File: config.mk
export PLATFORM = sky130hd
export DESIGN_NAME = icp_timer
export DESIGN_NICKNAME = d
export VERILOG_FILES = /design/src/rtl/icp_pkg.sv /design/src/rtl/icp_timebase.sv /design/src/rtl/icp_edge_detect.sv /design/src/rtl/icp_capture.sv /design/src/rtl/icp_timer.sv
export SDC_FILE = /design/constraint.sdc
export NUM_CORES = 1
export LEC_CHECK = 0
export BUFFER_PORTS_ARGS = -buffer_cell sky130_fd_sc_hd__buf_2
export CAP_MARGIN = 20
export CORE_MARGIN = 2
export CORE_UTILIZATION = 59
export DETAILED_ROUTE_END_ITERATION = 6
export PLACE_DENSITY = 0.81
export SYNTH_ARGS = -nofsm -noshare
export SYNTH_HDL_FRONTEND = slang
export SYNTH_SLANG_ARGS = --single-unit
export TNS_END_PERCENT = 50
File: constraint.sdc
create_clock -name clk_i -period 3.9 [get_ports clk_i]
set_input_delay 0.39 -clock clk_i [delete_from_list [all_inputs] [get_ports clk_i]]
set_output_delay 0.39 -clock clk_i [all_outputs]
set_load 0.005 [all_outputs]
File: src/rtl/icp_pkg.sv
package icp_pkg;
    // capture edge modes
    localparam logic [1:0] EDGE_NONE = 2'b00;
    localparam logic [1:0] EDGE_RISE = 2'b01;
    localparam logic [1:0] EDGE_FALL = 2'b10;
    localparam logic [1:0] EDGE_BOTH = 2'b11;

    // register addresses
    localparam logic [1:0] ADDR_CTRL    = 2'd0;
    localparam logic [1:0] ADDR_COUNT   = 2'd1;
    localparam logic [1:0] ADDR_CAPTURE = 2'd2;
    localparam logic [1:0] ADDR_OVFCNT  = 2'd3;

    // control word bit positions
    localparam int CB_EN    = 0;
    localparam int CB_CLR   = 1;
    localparam int CB_OVIE  = 2;
    localparam int CB_OVF   = 3;
    localparam int CB_SEL   = 4;
    localparam int CB_EDGE  = 6;
    localparam int CB_CAPIE = 8;
    localparam int CB_CAPF  = 9;
    localparam int CTRL_W   = 10;

    typedef enum logic [1:0] {
        ST_OFF   = 2'b00,
        ST_FIRST = 2'b01,
        ST_RUN   = 2'b10
    } cap_state_e;
endpackage

File: src/rtl/icp_timebase.sv
module icp_timebase #(
    parameter int CNT_W = 16,
    parameter int SEL_W = 2
) (
    input  logic             clk_i,
    input  logic             rst_ni,
    input  logic             en_i,
    input  logic [SEL_W-1:0] clk_sel_i,
    input  logic             clr_i,
    input  logic             load_i,
    input  logic [CNT_W-1:0] load_val_i,
    output logic [CNT_W-1:0] cnt_o,
    output logic             wrap_o
);
    localparam int PRE_W = (1 << SEL_W) - 1;

    logic [PRE_W-1:0] pre_q;
    logic [PRE_W-1:0] pre_last;
    logic [CNT_W-1:0] cnt_q;
    logic             tick;

    always_comb begin
        pre_last = PRE_W'((32'd1 << clk_sel_i) - 32'd1);
        tick     = en_i && (pre_q == pre_last);
    end

    always_ff @(posedge clk_i or negedge rst_ni) begin
        if (!rst_ni) begin
            pre_q <= '0;
        end else if (clr_i || load_i) begin
            pre_q <= '0;
        end else if (en_i) begin
            pre_q <= tick ? '0 : pre_q + PRE_W'(1);
        end
    end

    always_ff @(posedge clk_i or negedge rst_ni) begin
        if (!rst_ni) begin
            cnt_q <= '0;
        end else if (clr_i) begin
            cnt_q <= '0;
        end else if (load_i) begin
            cnt_q <= load_val_i;
        end else if (tick) begin
            cnt_q <= cnt_q + CNT_W'(1);
        end
    end

    assign cnt_o  = cnt_q;
    assign wrap_o = tick && (cnt_q == '1) && !clr_i && !load_i;

    AST_CLEAR_ZEROES: assert property (@(posedge clk_i) disable iff (!rst_ni) clr_i |=> (cnt_q == '0));
    AST_HOLD_WHEN_OFF: assert property (@(posedge clk_i) disable iff (!rst_ni) (!en_i && !clr_i && !load_i) |=> $stable(cnt_q));
    AST_WRAP_TO_ZERO: assert property (@(posedge clk_i) disable iff (!rst_ni) wrap_o |=> (cnt_q == '0));
endmodule

File: src/rtl/icp_edge_detect.sv
module icp_edge_detect
    import icp_pkg::*;
#(
    parameter int SYNC_STAGES = 2
) (
    input  logic       clk_i,
    input  logic       rst_ni,
    input  logic       pin_i,
    input  logic [1:0] mode_i,
    output logic       evt_o
);
    logic [SYNC_STAGES:0] sh_q;
    logic                 lvl;
    logic                 lvl_prev;

    always_ff @(posedge clk_i or negedge rst_ni) begin
        if (!rst_ni) begin
            sh_q <= '0;
        end else begin
            sh_q <= {sh_q[SYNC_STAGES-1:0], pin_i};
        end
    end

    assign lvl      = sh_q[SYNC_STAGES-1];
    assign lvl_prev = sh_q[SYNC_STAGES];

    always_comb begin
        unique case (mode_i)
            EDGE_NONE: evt_o = 1'b0;
            EDGE_RISE: evt_o = lvl && !lvl_prev;
            EDGE_FALL: evt_o = !lvl && lvl_prev;
            EDGE_BOTH: evt_o = lvl ^ lvl_prev;
            default:   evt_o = 1'b0;
        endcase
    end

    AST_RISE_LEVEL: assert property (@(posedge clk_i) disable iff (!rst_ni) (evt_o && mode_i == EDGE_RISE) |-> lvl);
    AST_FALL_LEVEL: assert property (@(posedge clk_i) disable iff (!rst_ni) (evt_o && mode_i == EDGE_FALL) |-> !lvl);
endmodule

File: src/rtl/icp_capture.sv
module icp_capture
    import icp_pkg::*;
#(
    parameter int CNT_W = 16,
    parameter int OVF_W = 16
) (
    input  logic                   clk_i,
    input  logic                   rst_ni,
    input  logic                   evt_i,
    input  logic                   wrap_i,
    input  logic                   clr_i,
    input  logic                   armed_i,
    input  logic [CNT_W-1:0]       cnt_i,
    output logic [CNT_W-1:0]       cap_o,
    output logic [OVF_W-1:0]       ovf_cnt_o,
    output logic [OVF_W+CNT_W-1:0] period_o,
    output logic                   period_vld_o
);
    localparam int PER_W = OVF_W + CNT_W;

    cap_state_e       state_q, state_d;
    logic [CNT_W-1:0] cap_q;
    logic [OVF_W-1:0] ovf_cnt_q;
    logic [PER_W-1:0] period_q;
    logic             vld_q;

    // state register
    always_ff @(posedge clk_i or negedge rst_ni) begin
        if (!rst_ni) state_q <= ST_OFF;
        else         state_q <= state_d;
    end

    // next state
    always_comb begin
        state_d = state_q;
        unique case (state_q)
            ST_OFF:   if (armed_i) state_d = ST_FIRST;
            ST_FIRST: begin
                if (!armed_i)             state_d = ST_OFF;
                else if (evt_i && !clr_i) state_d = ST_RUN;
            end
            ST_RUN: begin
                if (!armed_i)   state_d = ST_OFF;
                else if (clr_i) state_d = ST_FIRST;
            end
            default: state_d = ST_OFF;
        endcase
    end

    // outputs and data path
    always_ff @(posedge clk_i or negedge rst_ni) begin
        if (!rst_ni) begin
            cap_q     <= '0;
            ovf_cnt_q <= '0;
            period_q  <= '0;
            vld_q     <= 1'b0;
        end else begin
            vld_q <= 1'b0;
            if (evt_i) cap_q <= cnt_i;
            if (clr_i) begin
                ovf_cnt_q <= '0;
            end else if (evt_i) begin
                // a wrap on the capture edge opens the next period
                ovf_cnt_q <= wrap_i ? OVF_W'(1) : '0;
            end else if (wrap_i) begin
                ovf_cnt_q <= ovf_cnt_q + OVF_W'(1);
            end
            if (evt_i && !clr_i && armed_i && state_q == ST_RUN) begin
                period_q <= {ovf_cnt_q, {CNT_W{1'b0}}} + PER_W'(cnt_i) - PER_W'(cap_q);
                vld_q    <= 1'b1;
            end
        end
    end

    assign cap_o        = cap_q;
    assign ovf_cnt_o    = ovf_cnt_q;
    assign period_o     = period_q;
    assign period_vld_o = vld_q;

    AST_CAP_LATCH: assert property (@(posedge clk_i) disable iff (!rst_ni) evt_i |=> (cap_q == $past(cnt_i)));
    AST_OVFCNT_RESTART: assert property (@(posedge clk_i) disable iff (!rst_ni) (evt_i && !wrap_i) |=> (ovf_cnt_q == '0));
    AST_SAME_EDGE_WRAP: assert property (@(posedge clk_i) disable iff (!rst_ni) (evt_i && wrap_i && !clr_i) |=> (ovf_cnt_q == OVF_W'(1)));
    AST_FIRST_NO_PERIOD: assert property (@(posedge clk_i) disable iff (!rst_ni) (evt_i && state_q != ST_RUN) |=> !vld_q);
    AST_PERIOD_FROM_RUN: assert property (@(posedge clk_i) disable iff (!rst_ni) vld_q |-> ($past(state_q) == ST_RUN));
endmodule

File: src/rtl/icp_timer.sv
module icp_timer
    import icp_pkg::*;
#(
    parameter int CNT_W       = 16,
    parameter int OVF_W       = 16,
    parameter int SEL_W       = 2,
    parameter int SYNC_STAGES = 2
) (
    input  logic                   clk_i,
    input  logic                   rst_ni,
    input  logic [1:0]             bus_addr_i,
    input  logic                   bus_wr_i,
    input  logic [CNT_W-1:0]       bus_wdata_i,
    output logic [CNT_W-1:0]       bus_rdata_o,
    input  logic                   cap_pin_i,
    output logic                   irq_ovf_o,
    output logic                   irq_cap_o,
    output logic [OVF_W+CNT_W-1:0] period_o,
    output logic                   period_vld_o
);
    localparam int DATA_W = CNT_W;
    localparam logic [SEL_W-1:0] SEL_RESET = SEL_W'(2);

    logic             cnt_en_q, ovf_ie_q, cap_ie_q;
    logic             ovf_flag_q, cap_flag_q, ovf_flag_d, cap_flag_d;
    logic [SEL_W-1:0] clk_sel_q;
    logic [1:0]       edge_sel_q;
    logic             ctrl_wr, clr, load, wrap, cap_evt;
    logic [CNT_W-1:0] cnt, cap_val;
    logic [OVF_W-1:0] ovf_cnt;
    logic [CTRL_W-1:0] ctrl_rd;
    logic             unused_wdata;

    assign ctrl_wr      = bus_wr_i && (bus_addr_i == ADDR_CTRL);
    assign clr          = ctrl_wr && bus_wdata_i[CB_CLR];
    assign load         = bus_wr_i && (bus_addr_i == ADDR_COUNT);
    assign unused_wdata = ^bus_wdata_i[DATA_W-1:CTRL_W];

    always_comb begin
        ovf_flag_d = ovf_flag_q;
        cap_flag_d = cap_flag_q;
        if (ctrl_wr && !bus_wdata_i[CB_OVF])  ovf_flag_d = 1'b0;
        if (ctrl_wr && !bus_wdata_i[CB_CAPF]) cap_flag_d = 1'b0;
        if (wrap)    ovf_flag_d = 1'b1;
        if (cap_evt) cap_flag_d = 1'b1;
    end

    always_ff @(posedge clk_i or negedge rst_ni) begin
        if (!rst_ni) begin
            cnt_en_q   <= 1'b0;
            ovf_ie_q   <= 1'b0;
            cap_ie_q   <= 1'b0;
            clk_sel_q  <= SEL_RESET;
            edge_sel_q <= EDGE_NONE;
            ovf_flag_q <= 1'b0;
            cap_flag_q <= 1'b0;
        end else begin
            if (ctrl_wr) begin
                cnt_en_q   <= bus_wdata_i[CB_EN];
                ovf_ie_q   <= bus_wdata_i[CB_OVIE];
                cap_ie_q   <= bus_wdata_i[CB_CAPIE];
                clk_sel_q  <= bus_wdata_i[CB_SEL +: SEL_W];
                edge_sel_q <= bus_wdata_i[CB_EDGE +: 2];
            end
            ovf_flag_q <= ovf_flag_d;
            cap_flag_q <= cap_flag_d;
        end
    end

    icp_timebase #(.CNT_W(CNT_W), .SEL_W(SEL_W)) u_timebase (
        .clk_i      (clk_i),
        .rst_ni     (rst_ni),
        .en_i       (cnt_en_q),
        .clk_sel_i  (clk_sel_q),
        .clr_i      (clr),
        .load_i     (load),
        .load_val_i (bus_wdata_i),
        .cnt_o      (cnt),
        .wrap_o     (wrap)
    );

    icp_edge_detect #(.SYNC_STAGES(SYNC_STAGES)) u_edge (
        .clk_i  (clk_i),
        .rst_ni (rst_ni),
        .pin_i  (cap_pin_i),
        .mode_i (edge_sel_q),
        .evt_o  (cap_evt)
    );

    icp_capture #(.CNT_W(CNT_W), .OVF_W(OVF_W)) u_capture (
        .clk_i        (clk_i),
        .rst_ni       (rst_ni),
        .evt_i        (cap_evt),
        .wrap_i       (wrap),
        .clr_i        (clr),
        .armed_i      (edge_sel_q != EDGE_NONE),
        .cnt_i        (cnt),
        .cap_o        (cap_val),
        .ovf_cnt_o    (ovf_cnt),
        .period_o     (period_o),
        .period_vld_o (period_vld_o)
    );

    always_comb begin
        ctrl_rd                     = '0;
        ctrl_rd[CB_EN]              = cnt_en_q;
        ctrl_rd[CB_OVIE]            = ovf_ie_q;
        ctrl_rd[CB_OVF]             = ovf_flag_q;
        ctrl_rd[CB_SEL +: SEL_W]    = clk_sel_q;
        ctrl_rd[CB_EDGE +: 2]       = edge_sel_q;
        ctrl_rd[CB_CAPIE]           = cap_ie_q;
        ctrl_rd[CB_CAPF]            = cap_flag_q;
        case (bus_addr_i)
            ADDR_CTRL:    bus_rdata_o = DATA_W'(ctrl_rd);
            ADDR_COUNT:   bus_rdata_o = cnt;
            ADDR_CAPTURE: bus_rdata_o = cap_val;
            ADDR_OVFCNT:  bus_rdata_o = DATA_W'(ovf_cnt);
            default:      bus_rdata_o = '0;
        endcase
    end

    assign irq_ovf_o = ovf_flag_q && ovf_ie_q;
    assign irq_cap_o = cap_flag_q && cap_ie_q;

    AST_WRAP_SETS_FLAG: assert property (@(posedge clk_i) disable iff (!rst_ni) wrap |=> ovf_flag_q);
    AST_CAPTURE_SETS_FLAG: assert property (@(posedge clk_i) disable iff (!rst_ni) cap_evt |=> cap_flag_q);
    AST_FLAG_HOLDS: assert property (@(posedge clk_i) disable iff (!rst_ni) (!ctrl_wr && !cap_evt) |=> $stable(cap_flag_q));
endmodule

==> results.py, run 1 <==
metrics = {
    "critical_path": {
        "end_kind": "flip-flop",
        "cp_max_fo": 5,
        "crit_arrival_ns": 3.51,
        "worstPathRequired_ns": 4.20,
        "setup.worst_path.class": "flip-flop to flip-flop",
        "startpoint_type": "flip-flop",
    },
    "drt": {
        "routedWlPerCell_um": 18.17,
        "drt_iter0_markers": 563,
        "drc_errors": 0,
        "routed_wl_mm": 15.41,
        "ant_nets": 0,
        "vias": 5265,
        "viasPerCell": 6.209,
        "drt-pass1-iter-count": 6,
    },
    "global_route": {
        "grt.overflow.total": 0,
        "track_usage_pct": 29.34,
        "antenna_found_initial": 0,
        "grt_max_degree": 72,
        "grt_pass1_vias": 5035,
        "grt_pass1_wl_mm": 25.38,
    },
    "place": {
        "place_hpwl_mm": 11.17,
        "port_buffers": 72,
        "place_area_um2": 6316,
        "pre_cts_slack_ns": 0.7794,
        "place_congestion": 0.9233,
        "dp_cells": 831,
    },
    "sta": {
        "fin_crit_ns": 3.212,
        "setup_viol": 0,
        "period_share_pct": 82.36,
        "max_slew_margin_pct": 28.61,
        "tns_ns": 0,
        "fmax_mhz": 311.3,
        "fin_ws_ns": 0.6880,
        "slew_violations": 0,
        "finalHoldViolCount": 0,
        "finClkSkew_ns": 0.01407,
        "worst_pin_slew_ns": 1.057,
        "grt_setup_unrepaired": "no",
        "hold_ws_ns": 0.1118,
    },
    "min_path": {
        "hp-class": "input pin to flip-flop",
    },
    "layout": {
        "fin_cells": 848,
        "fillCellCount": 843,
        "insertedDiodeCount": 0,
        "drive_gt1_share_pct": 16.64,
        "fin_util_pct": 67.40,
        "final_area_um2": 6588,
        "area.growth.synth_to_final_pct": 11.24,
        "nNetsFinal": 755,
    },
    "clocking": {
        "clk_path_buf_depth": 2,
        "cts.sink_count": 98,
        "post_cts_buffers": 0,
        "root_buffer": "clkbuf_8",
        "cts_tree": "built",
        "clk_pin_slew_ns": 0.09,
        "cts-htree-levels": 3,
        "cts_buffers": 9,
        "ctsHoldBuffers": 0,
        "ctsResizeCount": 0,
        "clk_latency_ns": 0.39,
    },
    "synth": {
        "synth-xor-area-share_pct": 6.655,
        "yosys.area.top_type": "dfrtp_1",
        "synthSimpleGateAreaFrac_pct": 19.67,
        "synthFlopType": "dfrtp_1",
        "synth.avg_cell_area_um2": 8.892,
        "synth-compound-area-share_pct": 17.47,
        "synth_top_cell_area_share_pct": 40.99,
        "synth_area_leaders": "dfrtp_1, o21ai_0, nand2_1",
        "synth_top_family_by_area": "simple AND/OR/NAND/NOR gates",
        "synth.area.mux_share_pct": 5.345,
        "synth_cells": 666,
        "syn_nets": 711,
        "syn_area_um2": 5922,
        "synth-seq-area-share_pct": 41.43,
        "yosysWarnings": 0,
        "synth_cell_type_count": 59,
        "ys_ff_latch": 98,
        "synth_fa_ha_area_share_pct": 4.986,
        "async_flop_share_pct": 100.0,
        "synth_edf_count": 0,
    },
    "floorplanning": {
        "design.die.area_um2": 10850,
        "initial_core_util_pct": 60.59,
        "die_width_um": 104.2,
        "core_area_um2": 9774,
        "io-pin-count": 73,
        "std_cell_rows": 36,
        "fp.dieH_um": 104.2,
    },
    "power_and_ir_drop": {
        "vdd_drop_max_v": 0.0003061,
        "p_per_area_nw_per_um2": 651.0,
        "finalPower_mw": 4.288,
        "leakage_nw": 3.015,
    },
    "status": {
        "outcome": "completed",
    },
    "run": {
        "max-cap-violations": 0,
    },
}
-- area by class of cell --
cell class                 count  area (um2)  share of cell area [%]
multi-input combinational    499        3206                   48.66
sequential                    98        2454                   37.25
timing repair buffer          78       427.9                   6.496
tap                          133       166.4                   2.526
clock buffer                  11       141.4                   2.146
clock inverter                 5       102.6                   1.557
inverter                      24       90.09                   1.368
-- state kept, by name, indices dropped and copies added (netlist names) --
signal,flops
cap_flag_q,1
u_edge.sh_q,3
u_capture.period_o,32
ovf_ie_q,1
cnt_en_q,1
ovf_flag_q,1
edge_sel_q,2
u_timebase.pre_q,3
clk_sel_q,2
u_capture.ovf_cnt_o,16
u_timebase.cnt_o,16
u_capture.cap_o,16
u_capture.state_q,2
u_capture.period_vld_o,1
cap_ie_q,1
-- critical path: stages (launching register included) --
cell       delay (ns)
dfrtp_1          0.45
inv_1            0.12
ha_1             0.19
fa_1             0.23
nor2b_1          0.08
o2111ai_1        0.32
a2111oi_0        0.17
buf_4            0.16
o311ai_0         0.86
nand4b_1         0.20
xor2_1           0.19
o21ai_0          0.16
-- worst paths after layout --
kind                            cells after the start                 from  slack, ns                      to
min in group asynchronous                           1               rst_ni       0.12   u_capture.period_o[5]
worst max-delay path                               11  u_timebase.cnt_o[0]       0.69  u_capture.period_o[24]
worst max register to register                     11  u_timebase.cnt_o[0]       0.69  u_capture.period_o[24]
worst min-delay path                                1            cap_pin_i       0.11          u_edge.sh_q[0]
max in group asynchronous                           2               rst_ni       2.84  u_capture.period_o[26]
worst min register to register                      0       u_edge.sh_q[0]       0.36          u_edge.sh_q[1]
-- synthesized netlist by cell type (8+ instances only) --
master     n
and3_1     8
or3_1      9
o21ai_0   88
nor2b_1    9
xnor2_1   19
nor3_1    18
nand2_1   92
nand4_1    9
xor2_1    26
mux4_2     8
ha_1      22
mux2_2     8
nand3_1   20
a21oi_1   34
nor2_1    27
inv_1     24
nor4_1    11
a21o_1     9
dfrtp_1   97
clkbuf_1  37
-- cell usage in the layout, fill, tap and decap left out, types with 3 or more instances in the layout --
| master | synthesis | routed |
|---|---|---|
| mux4_2 | 8 | 8 |
| ha_1 | 22 | 22 |
| nand3_1 | 20 | 20 |
| nor2b_1 | 9 | 9 |
| a22o_1 | 7 | 7 |
| xnor2_1 | 19 | 19 |
| buf_4 | 0 | 6 |
| a21o_1 | 9 | 9 |
| dfrtp_1 | 97 | 97 |
| nor3_1 | 18 | 18 |
| bufinv_16 | 0 | 3 |
| nor4_1 | 11 | 11 |
| nand2_1 | 92 | 92 |
| mux2_2 | 8 | 8 |
| o21bai_1 | 3 | 3 |
| a211oi_1 | 3 | 3 |
| clkbuf_8 | 0 | 10 |
| and2_1 | 7 | 7 |
| nand2b_1 | 6 | 6 |
| o21a_1 | 4 | 4 |
| o21ai_0 | 88 | 88 |
| xor2_1 | 26 | 26 |
| nand4_1 | 9 | 9 |
| o211ai_1 | 6 | 6 |
| a21oi_1 | 34 | 34 |
| buf_2 | 1 | 71 |
| or2_2 | 5 | 5 |
| or4_1 | 4 | 4 |
| and3_1 | 8 | 8 |
| inv_1 | 24 | 24 |
| nand3b_1 | 3 | 3 |
| a31oi_1 | 3 | 3 |
| or3_1 | 9 | 9 |
| nor2_1 | 27 | 27 |
-- power breakdown --
| group | leakage (nW) | internal [mW] | switching (mW) |
|---|---|---|---|
| clock network | 0.120 | 0.443 | 0.368 |
| logic | 1.71 | 0.882 | 1.08 |
| registers | 1.19 | 1.28 | 0.233 |
-- routing by layer --
| layer | part of all wire (%) | track usage [%] | vias up |
|---|---|---|---|
| met3 | 6.7 | 3.321 | 32 |
| met1 | 44 | 41.77 | 2536 |
| met5 | 0 | 0 | - |
| met2 | 47 | 45.63 | 254 |
| met4 | 2.5 | 12.74 | 0 |
| li1 | - | - | 2443 |
-- cell families after synthesis --
group,after synthesis
AOI/OAI and AO/OA,176
xor gates and xnor gates,45
adders and majority gates,23
buffers and inverters,69
DFF,98
muxes,19
and+or+nand+nor,236
No activity file was read; power rests on OpenSTA's default activity.
==> run 2, diff against run 1 <==
==> constraint.sdc (replaced) <==
create_clock -name clk_i -period 3.1 [get_ports clk_i]
set_input_delay 0.31 -clock clk_i [delete_from_list [all_inputs] [get_ports clk_i]]
set_output_delay 0.31 -clock clk_i [all_outputs]
set_load 0.005 [all_outputs]
==> run 2 against run 1 <==
Design area up 1.0%. Clock power up 15%. Non-clock buffer count up 13. Core utilization up 0.70 points. First-iteration DRC count down 40%. Via count up 2.8%. Clock skew down 0.0032 ns. Sequential power up 25%. Total power up 26%. Critical endpoint is now u_capture.ovf_cnt_o[11]. Largest power group unchanged. Highest routed layer unchanged.
==> results.py, run 2 (synthesis results as in run 1) <==
metrics = {
    "critical_path": {
        "cp_slowest_cell": "or4_1",
        "max_stage_delay_ns": 0.62,
        "reg2reg_to": "u_capture.ovf_cnt_o[11]",
        "rrSetupSlack_ns": 0.13,
        "crit_buf_inv": 0,
        "crit_arrival_ns": 3.26,
        "startpoint_type": "flip-flop",
        "cp_max_fo": 8,
        "reg2regPathDepth": 7,
        "cp_num_cells": 7,
        "worstPathRequired_ns": 3.39,
        "r2r_start": "u_timebase.cnt_o[0]",
        "path_cells": "ha_1 -> nand3_2 -> or3_4 -> or4_4 -> or4_1 -> or3_1 -> a21oi_1",
        "end_kind": "flip-flop",
        "setup.worst_path.class": "flip-flop to flip-flop",
        "critPathTopFamily": "simple AND/OR/NAND/NOR gates",
    },
    "clocking": {
        "cts_buffers": 9,
        "clk_latency_ns": 0.38,
        "cts.sink_count": 98,
        "post_cts_buffers": 0,
        "clk_path_buf_depth": 2,
        "cts_tree": "built",
        "root_buffer": "clkbuf_8",
        "clk_pin_slew_ns": 0.09,
        "cts-htree-levels": 3,
    },
    "sta": {
        "finClkSkew_ns": 0.01086,
        "fin_crit_ns": 2.969,
        "slew_violations": 0,
        "fmax_mhz": 336.8,
        "setup_viol": 0,
        "worst_pin_slew_ns": 0.7301,
        "hold_ws_ns": 0.02834,
        "period_share_pct": 95.78,
        "grt_setup_unrepaired": "no",
        "finalHoldViolCount": 0,
        "max_slew_margin_pct": 51.33,
        "tns_ns": 0,
        "fin_ws_ns": 0.1309,
    },
    "layout": {
        "drive_gt1_share_pct": 18.27,
        "area.growth.synth_to_final_pct": 12.40,
        "largest_reg_flops": 32,
        "fillCellCount": 783,
        "nNetsFinal": 768,
        "insertedDiodeCount": 0,
        "layout_commonest_cell": "dfrtp_1",
        "layout_common_cells": "dfrtp_1, nand2_1, o21ai_0",
        "final_area_um2": 6656,
    },
    "drt": {
        "viasPerCell": 6.286,
        "routed_wl_mm": 15.71,
        "drc_errors": 0,
        "routedWlPerCell_um": 18.25,
        "drt_iter0_markers": 338,
        "vias": 5412,
        "drt-pass1-iter-count": 5,
        "ant_nets": 0,
    },
    "floorplanning": {
        "core_area_um2": 9774,
        "io-pin-count": 73,
        "std_cell_rows": 36,
        "fp.dieH_um": 104.2,
        "design.die.area_um2": 10850,
        "die_width_um": 104.2,
        "initial_core_util_pct": 60.59,
    },
    "place": {
        "port_buffers": 72,
        "place_area_um2": 6414,
        "place_hpwl_mm": 11.56,
        "place_congestion": 0.9293,
        "pre_cts_slack_ns": 0.06744,
    },
    "global_route": {
        "track_usage_pct": 29.76,
        "antenna_found_initial": 0,
        "grt.overflow.total": 0,
        "grt_max_degree": 56,
        "grt_pass1_vias": 5096,
        "grt_pass1_wl_mm": 25.67,
    },
    "min_path": {
        "worstHoldStart": "cap_pin_i",
        "min_to": "u_edge.sh_q[0]",
        "hp-class": "input pin to flip-flop",
        "holdPathStages": 1,
    },
    "power_and_ir_drop": {
        "vdd_drop_max_v": 0.0004558,
        "leakage_nw": 3.057,
        "finalPower_mw": 5.413,
        "p_per_area_nw_per_um2": 813.2,
    },
    "status": {
        "outcome": "completed",
    },
    "run": {
        "max-cap-violations": 0,
    },
}
==> run 2: what timing repair did <==
action | 4_1_cts | 5_1_grt
endpoints found under the hold margin | 1 | 0
setup endpoints to repair | 0 | 13
hold buffers | 1 | 0
resized for setup | 0 | 6
==> run 2: worst max-delay path by stage <==
stage,from,to
5_1_grt,u_timebase.cnt_o[0],u_capture.ovf_cnt_o[7]
3_5_place_dp,u_timebase.cnt_o[0],u_capture.period_o[28]
6_report,u_timebase.cnt_o[0],u_capture.ovf_cnt_o[11]
4_1_cts,u_timebase.cnt_o[0],u_capture.period_o[28]
3_3_place_gp,u_timebase.cnt_o[0],u_capture.period_o[28]
2_1_floorplan,u_timebase.cnt_o[0],u_capture.period_o[28]
==> run 2: cell type report <==
| type | count | area, um2 | area share [%] |
|---|---|---|---|
| multi-input combinational | 499 | 3217 | 48.33 |
| sequential | 98 | 2455 | 36.88 |
| timing repair buffer | 91 | 508.0 | 7.632 |
| tap | 133 | 166.4 | 2.500 |
| clock buffer | 12 | 145.1 | 2.180 |
| inverter | 24 | 90.09 | 1.353 |
| clock inverter | 4 | 75.07 | 1.128 |
==> run 2: per-layer routing <==
metal | GRT usage (%) | part of all wire [%]
met1 | 41.41 | 42
met2 | 46.01 | 46
met3 | 5.576 | 8.4
met4 | 12.55 | 3.9
met5 | 0 | 0
==> run 2: through the flow <==
stage,cells,utilization [%]
4_1_cts,861,67.97
3_5_place_dp,844,65.62
3_3_place_gp,844,65.62
5_1_grt,861,68.10
2_1_floorplan,666,-
6_report,861,68.10
==> run 2: worst reg2reg max path, cell delays in order, from the launching register on <==
cell	delay [ns]
dfrtp_1	0.44
ha_1	0.21
nand3_2	0.10
or3_4	0.42
or4_4	0.58
or4_1	0.62
or3_1	0.34
a21oi_1	0.16
==> run 2: where the power goes <==
part	internal (mW)	leakage, nW	switching (mW)
Sequential	1.61	1.19	0.269
Combinational	1.15	1.77	1.46
Clock	0.477	0.103	0.454
Total	3.23	3.06	2.18
